## src/rtl/prio_irq_pkg.sv

```systemverilog
package prio_irq_pkg;

  localparam int unsigned ADDR_W = 10;
  localparam int unsigned DATA_W = 32;
  localparam int unsigned PRIO_W = 3;

  typedef enum logic [1:0] {
    TRIG_LOW  = 2'd0,
    TRIG_FALL = 2'd1,
    TRIG_HIGH = 2'd2,
    TRIG_RISE = 2'd3
  } trig_e;

  localparam logic [ADDR_W-1:0] OFS_VEC_RD = 10'h100;
  localparam logic [ADDR_W-1:0] OFS_CUR    = 10'h108;
  localparam logic [ADDR_W-1:0] OFS_PEND   = 10'h10C;
  localparam logic [ADDR_W-1:0] OFS_MASK   = 10'h110;
  localparam logic [ADDR_W-1:0] OFS_CORE   = 10'h114;
  localparam logic [ADDR_W-1:0] OFS_EN     = 10'h120;
  localparam logic [ADDR_W-1:0] OFS_DIS    = 10'h124;
  localparam logic [ADDR_W-1:0] OFS_CLR    = 10'h128;
  localparam logic [ADDR_W-1:0] OFS_SET    = 10'h12C;
  localparam logic [ADDR_W-1:0] OFS_EOI    = 10'h130;
  localparam logic [ADDR_W-1:0] OFS_SPUR   = 10'h134;
  localparam logic [ADDR_W-1:0] OFS_DBG    = 10'h138;

endpackage

```

## src/rtl/prio_irq_sync.sv

```systemverilog
module prio_irq_sync #(
  parameter int unsigned N_SRC = 32
) (
  input  logic             clk_i,
  input  logic             rst_ni,
  input  logic [N_SRC-1:0] src_i,
  output logic [N_SRC-1:0] lvl_o,
  output logic [N_SRC-1:0] rise_o,
  output logic [N_SRC-1:0] fall_o
);

  logic [N_SRC-1:0] s1_q, s2_q, s3_q;

  always_ff @(posedge clk_i or negedge rst_ni) begin
    if (!rst_ni) begin
      s1_q <= '0;
      s2_q <= '0;
      s3_q <= '0;
    end else begin
      s1_q <= src_i;
      s2_q <= s1_q;
      s3_q <= s2_q;
    end
  end

  assign lvl_o  = s2_q;
  assign rise_o = s2_q & ~s3_q;
  assign fall_o = ~s2_q & s3_q;

endmodule

```

## src/rtl/prio_irq_pend.sv

```systemverilog
module prio_irq_pend #(
  parameter int unsigned N_SRC = 32
) (
  input  logic                  clk_i,
  input  logic                  rst_ni,
  input  logic [N_SRC-1:0][1:0] trig_i,
  input  logic [N_SRC-1:0]      lvl_i,
  input  logic [N_SRC-1:0]      rise_i,
  input  logic [N_SRC-1:0]      fall_i,
  input  logic [N_SRC-1:0]      set_i,
  input  logic [N_SRC-1:0]      clr_i,
  input  logic [N_SRC-1:0]      ack_i,
  output logic [N_SRC-1:0]      pend_o
);

  for (genvar i = 0; i < N_SRC; i++) begin : g_src
    logic pend_q;
    logic edge_hit, lvl_hit;

    // trig bit 1 selects the active-high polarity, bit 0 selects edge mode
    assign edge_hit = trig_i[i][1] ? rise_i[i] : fall_i[i];
    assign lvl_hit  = trig_i[i][1] ? lvl_i[i]  : ~lvl_i[i];

    always_ff @(posedge clk_i or negedge rst_ni) begin
      if (!rst_ni) begin
        pend_q <= 1'b0;
      end else if (trig_i[i][0]) begin
        // a fresh edge in the same cycle as a clear is kept
        pend_q <= (pend_q & ~(clr_i[i] | ack_i[i])) | edge_hit | set_i[i];
      end else begin
        pend_q <= lvl_hit;
      end
    end

    assign pend_o[i] = pend_q;
  end

endmodule

```

## src/rtl/prio_irq_arb.sv

```systemverilog
module prio_irq_arb #(
  parameter int unsigned N_SRC  = 32,
  parameter int unsigned PRIO_W = 3,
  localparam int unsigned IDX_W = (N_SRC > 1) ? $clog2(N_SRC) : 1
) (
  input  logic [N_SRC-1:0]             cand_i,
  input  logic [N_SRC-1:0][PRIO_W-1:0] prio_i,
  output logic                         valid_o,
  output logic [IDX_W-1:0]             idx_o,
  output logic [PRIO_W-1:0]            prio_o
);

  always_comb begin
    valid_o = 1'b0;
    idx_o   = '0;
    prio_o  = '0;
    // strict compare keeps the lowest index on a tie
    for (int i = 0; i < N_SRC; i++) begin
      if (cand_i[i] && (!valid_o || prio_i[i] > prio_o)) begin
        valid_o = 1'b1;
        idx_o   = IDX_W'(i);
        prio_o  = prio_i[i];
      end
    end
  end

endmodule

```

## src/rtl/prio_irq_nest.sv

```systemverilog
module prio_irq_nest #(
  parameter int unsigned DEPTH  = 8,
  parameter int unsigned PRIO_W = 3,
  parameter int unsigned IDX_W  = 5,
  localparam int unsigned SP_W  = $clog2(DEPTH + 1),
  localparam int unsigned PTR_W = (DEPTH > 1) ? $clog2(DEPTH) : 1
) (
  input  logic              clk_i,
  input  logic              rst_ni,
  input  logic              push_i,
  input  logic              pop_i,
  input  logic [PRIO_W-1:0] push_prio_i,
  input  logic [IDX_W-1:0]  push_idx_i,
  output logic              empty_o,
  output logic              full_o,
  output logic [PRIO_W-1:0] top_prio_o,
  output logic [IDX_W-1:0]  top_idx_o,
  output logic [SP_W-1:0]   sp_o
);

  logic [DEPTH-1:0][PRIO_W-1:0] prio_q;
  logic [DEPTH-1:0][IDX_W-1:0]  idx_q;
  logic [SP_W-1:0]              sp_q;
  logic [PTR_W-1:0]             wr_ptr, top_ptr;

  assign empty_o = (sp_q == '0);
  assign full_o  = (sp_q == SP_W'(DEPTH));
  assign wr_ptr  = PTR_W'(sp_q);
  assign top_ptr = PTR_W'(sp_q - SP_W'(1));

  always_ff @(posedge clk_i or negedge rst_ni) begin
    if (!rst_ni) begin
      sp_q   <= '0;
      prio_q <= '0;
      idx_q  <= '0;
    end else if (push_i && !pop_i && !full_o) begin
      prio_q[wr_ptr] <= push_prio_i;
      idx_q[wr_ptr]  <= push_idx_i;
      sp_q           <= sp_q + SP_W'(1);
    end else if (pop_i && !push_i && !empty_o) begin
      sp_q <= sp_q - SP_W'(1);
    end
  end

  assign top_prio_o = empty_o ? '0 : prio_q[top_ptr];
  assign top_idx_o  = empty_o ? '0 : idx_q[top_ptr];
  assign sp_o       = sp_q;

endmodule

```

## src/rtl/prio_irq_ctrl.sv

```systemverilog
module prio_irq_ctrl
  import prio_irq_pkg::*;
#(
  parameter int unsigned     N_SRC    = 32,
  parameter int unsigned     DEPTH    = 8,
  parameter logic [31:0]     EXT_MASK = 32'h0000_0001,
  localparam int unsigned    IDX_W    = (N_SRC > 1) ? $clog2(N_SRC) : 1,
  localparam int unsigned    SP_W     = $clog2(DEPTH + 1)
) (
  input  logic              clk_i,
  input  logic              rst_ni,
  input  logic              wr_i,
  input  logic              rd_i,
  input  logic [ADDR_W-1:0] addr_i,
  input  logic [DATA_W-1:0] wdata_i,
  output logic [DATA_W-1:0] rdata_o,
  input  logic [N_SRC-1:0]  src_i,
  output logic              irq_o
);

  localparam logic [N_SRC-1:0] EXT = EXT_MASK[N_SRC-1:0] | N_SRC'(1);

  // ---------------- address decode ----------------
  logic       aligned, in_mode, in_vec;
  logic [4:0] reg_idx;

  assign aligned = (addr_i[1:0] == 2'b00);
  assign in_mode = aligned && (addr_i[ADDR_W-1:7] == '0);
  assign in_vec  = aligned && (addr_i[ADDR_W-1:7] == 3'b001);
  assign reg_idx = addr_i[6:2];

  logic wr_en, wr_dis, wr_clr, wr_set, wr_eoi, wr_spur, wr_dbg, rd_vec;
  assign wr_en   = wr_i && (addr_i == OFS_EN);
  assign wr_dis  = wr_i && (addr_i == OFS_DIS);
  assign wr_clr  = wr_i && (addr_i == OFS_CLR);
  assign wr_set  = wr_i && (addr_i == OFS_SET);
  assign wr_eoi  = wr_i && (addr_i == OFS_EOI);
  assign wr_spur = wr_i && (addr_i == OFS_SPUR);
  assign wr_dbg  = wr_i && (addr_i == OFS_DBG);
  assign rd_vec  = rd_i && (addr_i == OFS_VEC_RD);

  // ---------------- configuration registers ----------------
  logic [N_SRC-1:0][PRIO_W-1:0] prio_q;
  logic [N_SRC-1:0][1:0]        trig_q;
  logic [N_SRC-1:0][DATA_W-1:0] vec_q;
  logic [N_SRC-1:0]             en_q;
  logic [DATA_W-1:0]            spur_q;
  logic [1:0]                   dbg_q;

  for (genvar i = 0; i < N_SRC; i++) begin : g_cfg
    logic mode_we, vec_we;
    logic [1:0] trig_wr;
    assign mode_we = wr_i && in_mode && (reg_idx == 5'(i));
    assign vec_we  = wr_i && in_vec  && (reg_idx == 5'(i));
    // internal sources cannot use the inverted polarities
    assign trig_wr = EXT[i] ? wdata_i[6:5] : {1'b1, wdata_i[5]};

    always_ff @(posedge clk_i or negedge rst_ni) begin
      if (!rst_ni) begin
        prio_q[i] <= '0;
        trig_q[i] <= TRIG_HIGH;
        vec_q[i]  <= '0;
      end else begin
        if (mode_we) begin
          prio_q[i] <= wdata_i[PRIO_W-1:0];
          trig_q[i] <= trig_wr;
        end
        if (vec_we) vec_q[i] <= wdata_i;
      end
    end
  end

  always_ff @(posedge clk_i or negedge rst_ni) begin
    if (!rst_ni) begin
      en_q   <= '0;
      spur_q <= '0;
      dbg_q  <= '0;
    end else begin
      if (wr_en)   en_q   <= en_q | wdata_i[N_SRC-1:0];
      if (wr_dis)  en_q   <= en_q & ~wdata_i[N_SRC-1:0];
      if (wr_spur) spur_q <= wdata_i;
      if (wr_dbg)  dbg_q  <= wdata_i[1:0];
    end
  end

  // ---------------- source path ----------------
  logic [N_SRC-1:0] lvl, rise, fall, pend, cand, ack_vec;
  logic [N_SRC-1:0] set_vec, clr_vec;

  assign set_vec = wr_set ? wdata_i[N_SRC-1:0] : '0;
  assign clr_vec = wr_clr ? wdata_i[N_SRC-1:0] : '0;

  prio_irq_sync #(.N_SRC(N_SRC)) i_sync (
    .clk_i  (clk_i),
    .rst_ni (rst_ni),
    .src_i  (src_i),
    .lvl_o  (lvl),
    .rise_o (rise),
    .fall_o (fall)
  );

  prio_irq_pend #(.N_SRC(N_SRC)) i_pend (
    .clk_i  (clk_i),
    .rst_ni (rst_ni),
    .trig_i (trig_q),
    .lvl_i  (lvl),
    .rise_i (rise),
    .fall_i (fall),
    .set_i  (set_vec),
    .clr_i  (clr_vec),
    .ack_i  (ack_vec),
    .pend_o (pend)
  );

  assign cand = pend & en_q;

  logic              best_valid;
  logic [IDX_W-1:0]  best_idx;
  logic [PRIO_W-1:0] best_prio;

  prio_irq_arb #(.N_SRC(N_SRC), .PRIO_W(PRIO_W)) i_arb (
    .cand_i  (cand),
    .prio_i  (prio_q),
    .valid_o (best_valid),
    .idx_o   (best_idx),
    .prio_o  (best_prio)
  );

  // ---------------- nesting ----------------
  logic              nest_empty, nest_full, push, pop;
  logic [PRIO_W-1:0] top_prio;
  logic [IDX_W-1:0]  top_idx;
  logic [SP_W-1:0]   nest_sp;

  assign irq_o   = best_valid && !nest_full && (nest_empty || best_prio > top_prio);
  assign push    = rd_vec && irq_o;
  assign pop     = wr_eoi && !nest_empty;
  assign ack_vec = push ? (N_SRC'(1) << best_idx) : '0;

  prio_irq_nest #(.DEPTH(DEPTH), .PRIO_W(PRIO_W), .IDX_W(IDX_W)) i_nest (
    .clk_i       (clk_i),
    .rst_ni      (rst_ni),
    .push_i      (push),
    .pop_i       (pop),
    .push_prio_i (best_prio),
    .push_idx_i  (best_idx),
    .empty_o     (nest_empty),
    .full_o      (nest_full),
    .top_prio_o  (top_prio),
    .top_idx_o   (top_idx),
    .sp_o        (nest_sp)
  );

  // ---------------- read path ----------------
  logic [DATA_W-1:0] rd_val;

  always_comb begin
    rd_val = '0;
    if (in_mode) begin
      for (int i = 0; i < N_SRC; i++) begin
        if (reg_idx == 5'(i)) begin
          rd_val[PRIO_W-1:0] = prio_q[i];
          rd_val[6:5]        = trig_q[i];
        end
      end
    end else if (in_vec) begin
      for (int i = 0; i < N_SRC; i++) begin
        if (reg_idx == 5'(i)) rd_val = vec_q[i];
      end
    end else begin
      unique case (addr_i)
        OFS_VEC_RD: rd_val = irq_o ? vec_q[best_idx] : spur_q;
        OFS_CUR:    rd_val[IDX_W-1:0] = top_idx;
        OFS_PEND:   rd_val[N_SRC-1:0] = pend;
        OFS_MASK:   rd_val[N_SRC-1:0] = en_q;
        OFS_CORE:   rd_val[0] = irq_o;
        OFS_SPUR:   rd_val = spur_q;
        OFS_DBG:    rd_val[1:0] = dbg_q;
        default:    rd_val = '0;
      endcase
    end
  end

  always_ff @(posedge clk_i or negedge rst_ni) begin
    if (!rst_ni) rdata_o <= '0;
    else if (rd_i) rdata_o <= rd_val;
  end

endmodule

```

## config.mk

```make
export PLATFORM = sky130hd
export DESIGN_NAME = prio_irq_ctrl
export DESIGN_NICKNAME = d
export VERILOG_FILES = /design/src/rtl/prio_irq_pkg.sv /design/src/rtl/prio_irq_sync.sv /design/src/rtl/prio_irq_pend.sv /design/src/rtl/prio_irq_arb.sv /design/src/rtl/prio_irq_nest.sv /design/src/rtl/prio_irq_ctrl.sv
export SDC_FILE = /design/constraint.sdc
export NUM_CORES = 2
export LEC_CHECK = 0
export CAP_MARGIN = 20
export CORE_MARGIN = 5
export CORE_UTILIZATION = 28
export CTS_BUF_LIST = sky130_fd_sc_hd__clkbuf_16
export CTS_CLUSTER_SIZE = 28
export DETAILED_ROUTE_END_ITERATION = 10
export DONT_BUFFER_PORTS = 1
export GPL_ROUTABILITY_DRIVEN = 0
export MAX_ROUTING_LAYER = met4
export PLACE_DENSITY_LB_ADDON = 0.1
export SLEW_MARGIN = 0
export SYNTH_ARGS = -nofsm -noshare
export SYNTH_HDL_FRONTEND = slang
export SYNTH_HIERARCHICAL = 1
export SYNTH_SLANG_ARGS = --single-unit
```

## constraint.sdc

```tcl
create_clock -name clk_i -period 111.7 [get_ports clk_i]
set_input_delay 22.34 -clock clk_i [delete_from_list [all_inputs] [get_ports clk_i]]
set_output_delay 22.34 -clock clk_i [all_outputs]
set_load 0.01 [all_outputs]
```

# [Word-level counts from Yosys, hierarchy flattened]
# Index checks and enable logic that the tools add are counted.
[word_totals] memories=0 output_inout_bits=33 ff_bits=1447 rom_bits=0 in_bits=78 elab_cells=850 mem_bits_rw=0 latch_bits=0
[classes] bitwise=169 eq_ne=45 n_mux=256 n_div=0 n_reduce_logical=189 order_cmp=36 add_sub_neg=2 n_shift=1 multipliers=0
[op_table] cell="2-to-1 mux 32 bit" count=40
[op_table] cell="2-to-1 mux 3 bit" count=72
[op_table] cell="binary-select mux 32 bit (select 5 bit)" count=1
[op_table] cell="equality test 10 x 9 -> 1 bit (second input constant)" count=12
[op_table] cell="logical AND 1 bit" count=116
[op_table] cell="case mux 27 bit (4 select lines)" count=1
[op_table] cell="AND 32 bit" count=3
[op_table] cell="greater-than comparator 3 bit" count=32
[op_table] cell="OR 1 bit" count=96
[op_table] cell="2-to-1 mux 5 bit" count=19
[op_table] cell="equality test 5 bit (second input constant)" count=16
[op_table] cell="2-to-1 mux 2 bit" count=36
[op_table] cell="2-to-1 mux 1 bit" count=67
[op_table] cell="inverter 32 bit" count=2
[op_table] cell="bitwise mux 40 bit" count=1
[op_table] cell="equality test 5 x 4 -> 1 bit (second input constant)" count=8
[op_table] cell="2-to-1 mux 4 bit" count=10
[op_table] cell="logical NOT 1 bit" count=35
[op_table] cell="inverter 1 bit" count=34
[op_table] cell="AND 1 bit" count=33
[op_table] cell="logical OR 1 bit" count=32
[op_table] cell="OR 32 bit" count=1
[op_table] cell="<< shifter 1 x 5 -> 32 bit (first input constant)" count=1
[op_table] cell="2-to-1 mux 25 bit" count=1
[op_table] cell="23 further kinds" count=29

# [Depth between registers and ports, before layout]
[logic_depth] depth_word=137 ltp_mapped=289 ltp_nobuf=282

# [Modules after synthesis]
# The synthesis kept the hierarchy.
[modules_own_cells] module="prio_irq_ctrl" cells_each=5436 area_per_inst_um2=66941.7 seq_area_each_um2=31306.3 instances=1
[modules_own_cells] module="prio_irq_arb" cells_each=734 area_per_inst_um2=5048.6 seq_area_each_um2=0.0 instances=1
[modules_own_cells] module="prio_irq_nest" cells_each=230 area_per_inst_um2=3344.5 seq_area_each_um2=1701.6 instances=1
[modules_own_cells] module="prio_irq_sync" cells_each=160 area_per_inst_um2=2962.8 seq_area_each_um2=2402.3 instances=1
[modules_own_cells] module="prio_irq_pend" cells_each=288 area_per_inst_um2=2562.5 seq_area_each_um2=800.8 instances=1

# [Worst setup path before layout]
# Ideal clock, no wire load.
[synth_timing] kind="reg-to-output" start="register i_pend.g_src[0].pend_q" end="output irq_o" t_required_ps=89360 stages_incl_launch_ff=254 t_arrival_ps=45930 n_path_buf=6 path_slack_ps=43430 cell_sequence="dfrtp_1 > buf_4 > and2_1 > buf_6 > and2_1 > ha_1 > and3_1 > a21oi_2 > mux2i_1 > or2_2 > ha_1 > and3_1 > a21oi_1 > o21ai_2 > mux2_4 > ha_1 > a32oi_1 > o21ai_2 > (+218 left out) > a31oi_1 > o21ai_0 > clkbuf_1 > nor2_1 > a21o_1 > and2_1 > ha_1 > a21o_1 > a21oi_1 > a31oi_1 > o21ai_1 > nand2_1 > o221ai_1 > inv_1 > ha_1 > a41oi_1 > nand2_1 > inv_1"
[synth_between] elab_chain_cells=129 word_cells_on_any_way=193 classes_between="order compare: 32; mux: 64; bitwise: 1; reduce/logical: 96"
[synth_rtl] element="from (decl)" line="prio_irq_pend.sv:17" rtl="logic pend_q;"
[synth_rtl] element="from (signal assigned)" line="prio_irq_pend.sv:29" rtl="pend_q <= (pend_q & ~(clr_i[i] | ack_i[i])) | edge_hit | set_i[i];"
[synth_rtl] element="from (signal assigned)" line="prio_irq_pend.sv:31" rtl="pend_q <= lvl_hit;"
[synth_rtl] element="AND 32 bit *" line="prio_irq_ctrl.sv:115" rtl="assign cand = pend & en_q;"
[synth_rtl] element="named net cand[0]" line="prio_irq_ctrl.sv:87" rtl="logic [N_SRC-1:0] lvl, rise, fall, pend, cand, ack_vec;"
[synth_rtl] element="2-to-1 mux 3 bit or 2-to-1 mux 1 bit (tied branches)" line="prio_irq_arb.sv:19" rtl="if (cand_i[i] && (!valid_o || prio_i[i] > prio_o)) begin"
[synth_rtl] element="greater-than comparator 3 bit or logical NOT 1 bit (tied branches)" line="prio_irq_arb.sv:19"
[synth_rtl] element="logical OR 1 bit" line="prio_irq_arb.sv:19"
[synth_rtl] element="logical AND 1 bit" line="prio_irq_arb.sv:19"
[synth_rtl] element="2-to-1 mux 3 bit or 2-to-1 mux 1 bit (tied branches)" line="prio_irq_arb.sv:19"
[synth_rtl] element="greater-than comparator 3 bit or logical NOT 1 bit (tied branches)" line="prio_irq_arb.sv:19"
[synth_rtl] element="(+115 left out)"
[synth_rtl] element="greater-than comparator 3 bit or logical NOT 1 bit (tied branches)" line="prio_irq_arb.sv:19"
[synth_rtl] element="logical OR 1 bit" line="prio_irq_arb.sv:19"
[synth_rtl] element="logical AND 1 bit" line="prio_irq_arb.sv:19"
[synth_rtl] element="2-to-1 mux 3 bit *" line="prio_irq_arb.sv:19"
[synth_rtl] element="named net best_prio[0]" line="prio_irq_ctrl.sv:119" rtl="logic [PRIO_W-1:0] best_prio;"
[synth_rtl] element="greater-than comparator 3 bit *" line="prio_irq_ctrl.sv:135" rtl="assign irq_o = best_valid && !nest_full && (nest_empty || best_prio > top_prio);"
[synth_rtl] element="logical OR 1 bit *" line="prio_irq_ctrl.sv:135"
[synth_rtl] element="logical AND 1 bit *" line="prio_irq_ctrl.sv:135"
[synth_rtl] element="to (decl)" line="prio_irq_ctrl.sv:18" rtl="output logic irq_o"
# The timed path passes the listed nets; every way through them passes the cells marked *.

==> metrics <==
Cell Area, Synth 0.08086 mm^2; Mean Syn Cell Area 11.81 um^2; CP startpoint kind register; RSZ-0062 raised after global routing no; post_cts resized 0; Initial Utilization 28.09%; Worst-Margin Slew 1.483 ns; post-route ant nets 0; Critical Path RT 89.36 ns; Seq cells post-synth 1447; via count 65630; WS Path Type reg -> out; Final period util 71.21%; number of post-CTS setup repair buffers 0; Rows 197; cell total after placement 10310; Yosys cell types 130; Die W 547.4 um; Worst-path clk slew 0.06 ns; antenna violations before repair 40; Cell Pwr Density 14.05 mW/mm^2; Sum Neg Setup Slack 0 ns; Final Critical Period 79.54 ns; Area growth, synth to finish 12.98%; initial drt markers 7342; Synth Flop Type dfrtp_1; H-tree lvl count 4; status finished, final reports clean; clk sink count 1447; simple-gate share of the synthesized area 9.399%; min-delay worst type reg -> reg; share of layout cells above drive strength 1 33.71%; post-route cell area 0.09136 mm^2; Yosys warning total 6; f_max 0.01257 GHz; WP data arrival 57.20 ns; maximum capacitance violations 0; CTS Buf Count 187; CTS Buffer Depth 4; top cells by area, synth dfrtp_1 (45%), mux2_2 (17%), mux4_2 (9.0%), o21ai_0 (1.9%), nand2_1 (1.7%); global route overflow 0; nets 6882; post-synth top area share 44.75%; final wirelength 431800 um; Final setup viols 0; first-pass GRT wire length 584600 um; Clock Skews 0.08938 ns; drt drc 0; largest net degree at the start of global routing 225; post-synthesis mux area share 27.09%; largest family of logic cells by synthesized area multiplexers; max_slew headroom 1.152%; dpl hpwl 281300 um; drt wl/cell 40.36 um; Pleak 40.25 nW; Synth Area in XOR/XNOR 0.04333%; reg2reg setup slack 52.45 ns; hold_buf cts 0; Finished Layout Cells 10700; commonest non-fill, non-tap cell in the layout dfrtp_1; core region area 0.2879 mm^2; crit end category output pin; fin. max-slew vios 0; most frequent cells in the layout dfrtp_1 (1446), mux2_2 (1233), nand2_1 (343); Compound-Gate Fraction of Synth Area 13.33%; Tot GR Track Use 28.74%; DRT Pass-1 Iters 6; PortBufs 0; io pins 111; Die Y-Extent 547.4 um; CP most frequent cell ha_1; worst vdd ir 0.01290 mV; vias per cell 6.136; DP Area 0.08541 mm^2; adder-cell share of the synthesized area 1.222%; register area share after synthesis 44.78%; FFs w/ async S/R, synth 100.0%; Synth area leader dfrtp_1; Slowest cell on crit path o221ai_1; Worst Path Max Fanout 11; Syn Inst Count 6848; CTS tree built; area of the die 0.2996 mm^2; CTS Root Cell clkbuf_16; vias in the first global route 64860; Crit path largest cell delay 0.91 ns; worst-skew pair later-pin latency 0.94 ns; Post-synth EDFFs 0; Final Hold Viols 0
-- Yosys cell counts, types with 49 or more instances --
library cell  count
and2_1          115
inv_1           135
clkbuf_1        253
mux4_2          322
a22oi_1          87
a221oi_1        126
nand2_1         359
buf_2           229
o211ai_1         49
o22ai_1         184
buf_4            50
nand2b_1         55
and2b_2          65
o221ai_1         67
nor2_1          330
a211oi_1         59
nor3_1          119
o21ai_0         315
ha_1             75
mux2_2         1233
a21oi_1         249
nand3_1          83
nor2b_1          59
dfrtp_1        1446
-- per-stage QoR --
step	total power, W	utilization (%)	setup slack [ns]	hold slack, ns
6_report	0.001283	31.73	32.16	0.3318
3_3_place_gp	0.0007053	29.63	35.19	0.3357
2_1_floorplan	0.0006423	-	43.43	0.3312
5_1_grt	0.001322	31.72	27.68	0.3494
4_1_cts	0.001295	31.65	32.98	0.3469
3_5_place_dp	0.0007054	29.67	34.08	0.3347
-- flip-flops by register name (all words and copies together), names as in the netlist, 33 cells and up, named ones only --
name,count
vec_q,1024
prio_q,96
i_nest/idx_q,40
trig_q,33
-- final timing paths --
path / from / endpoint / cells past startpoint
min: i_sync/s1_q[24] / i_sync/lvl_o[24] / 0
min in group asynchronous: rst_ni / i_sync/s1_q[1] / 0
max: register / irq_o / 256
max in group asynchronous: rst_ni / vec_q[321] / 5
max reg2reg: register / i_pend/g_src[0].pend_q / 263
min reg2reg: i_sync/s1_q[24] / i_sync/lvl_o[24] / 0
-- routing by layer --
metal	GRT usage (%)	wire, um
met2	42.54	189900
met3	7.203	36740
met4	16.12	30050
met5	-	0
met1	35.86	175000
-- area by class of cell --
| type | count | area (um^2) |
|---|---|---|
| clock buffers | 188 | 4705 |
| diodes | 39 | 97.59 |
| multi-input cells | 4734 | 42140 |
| fillers | 29080 | 196500 |
| clock inverters | 149 | 988.4 |
| repair buffers | 221 | 1962 |
| inverters | 138 | 520.5 |
| flip-flops and latches | 1447 | 36210 |
| well taps | 3781 | 4731 |
-- logic make-up (layout without fill, tap and decap cells) --
| kind of cell | count (synthesis) | count (layout) |
|---|---|---|
| buf+inv | 728 | 696 |
| fa+ha+maj | 80 | 80 |
| xor+xnor | 4 | 4 |
| other cells | 1 | 101 |
| mux | 1623 | 1623 |
| compound gates | 1555 | 1555 |
| simple gates | 1410 | 1410 |
| flops | 1447 | 1447 |
-- worst max-delay path: cells and delay by family, from the launching register on --
family          cells  cell delay (ns)
simple gates       69            11.80
compound gates    129            28.85
mux                 9             3.23
flops               1             0.36
fa+ha+maj          36            10.48
buf+inv            13             1.60
-- power breakdown --
part | switching, W | total, W | internal [W]
logic | 0.000104 | 0.000154 | 0.0000504
registers | 0.0000103 | 0.000544 | 0.000534
clock network | 0.000261 | 0.000585 | 0.000324
total | 0.000375 | 0.00128 | 0.000908
(Power assumes the default switching activity.)
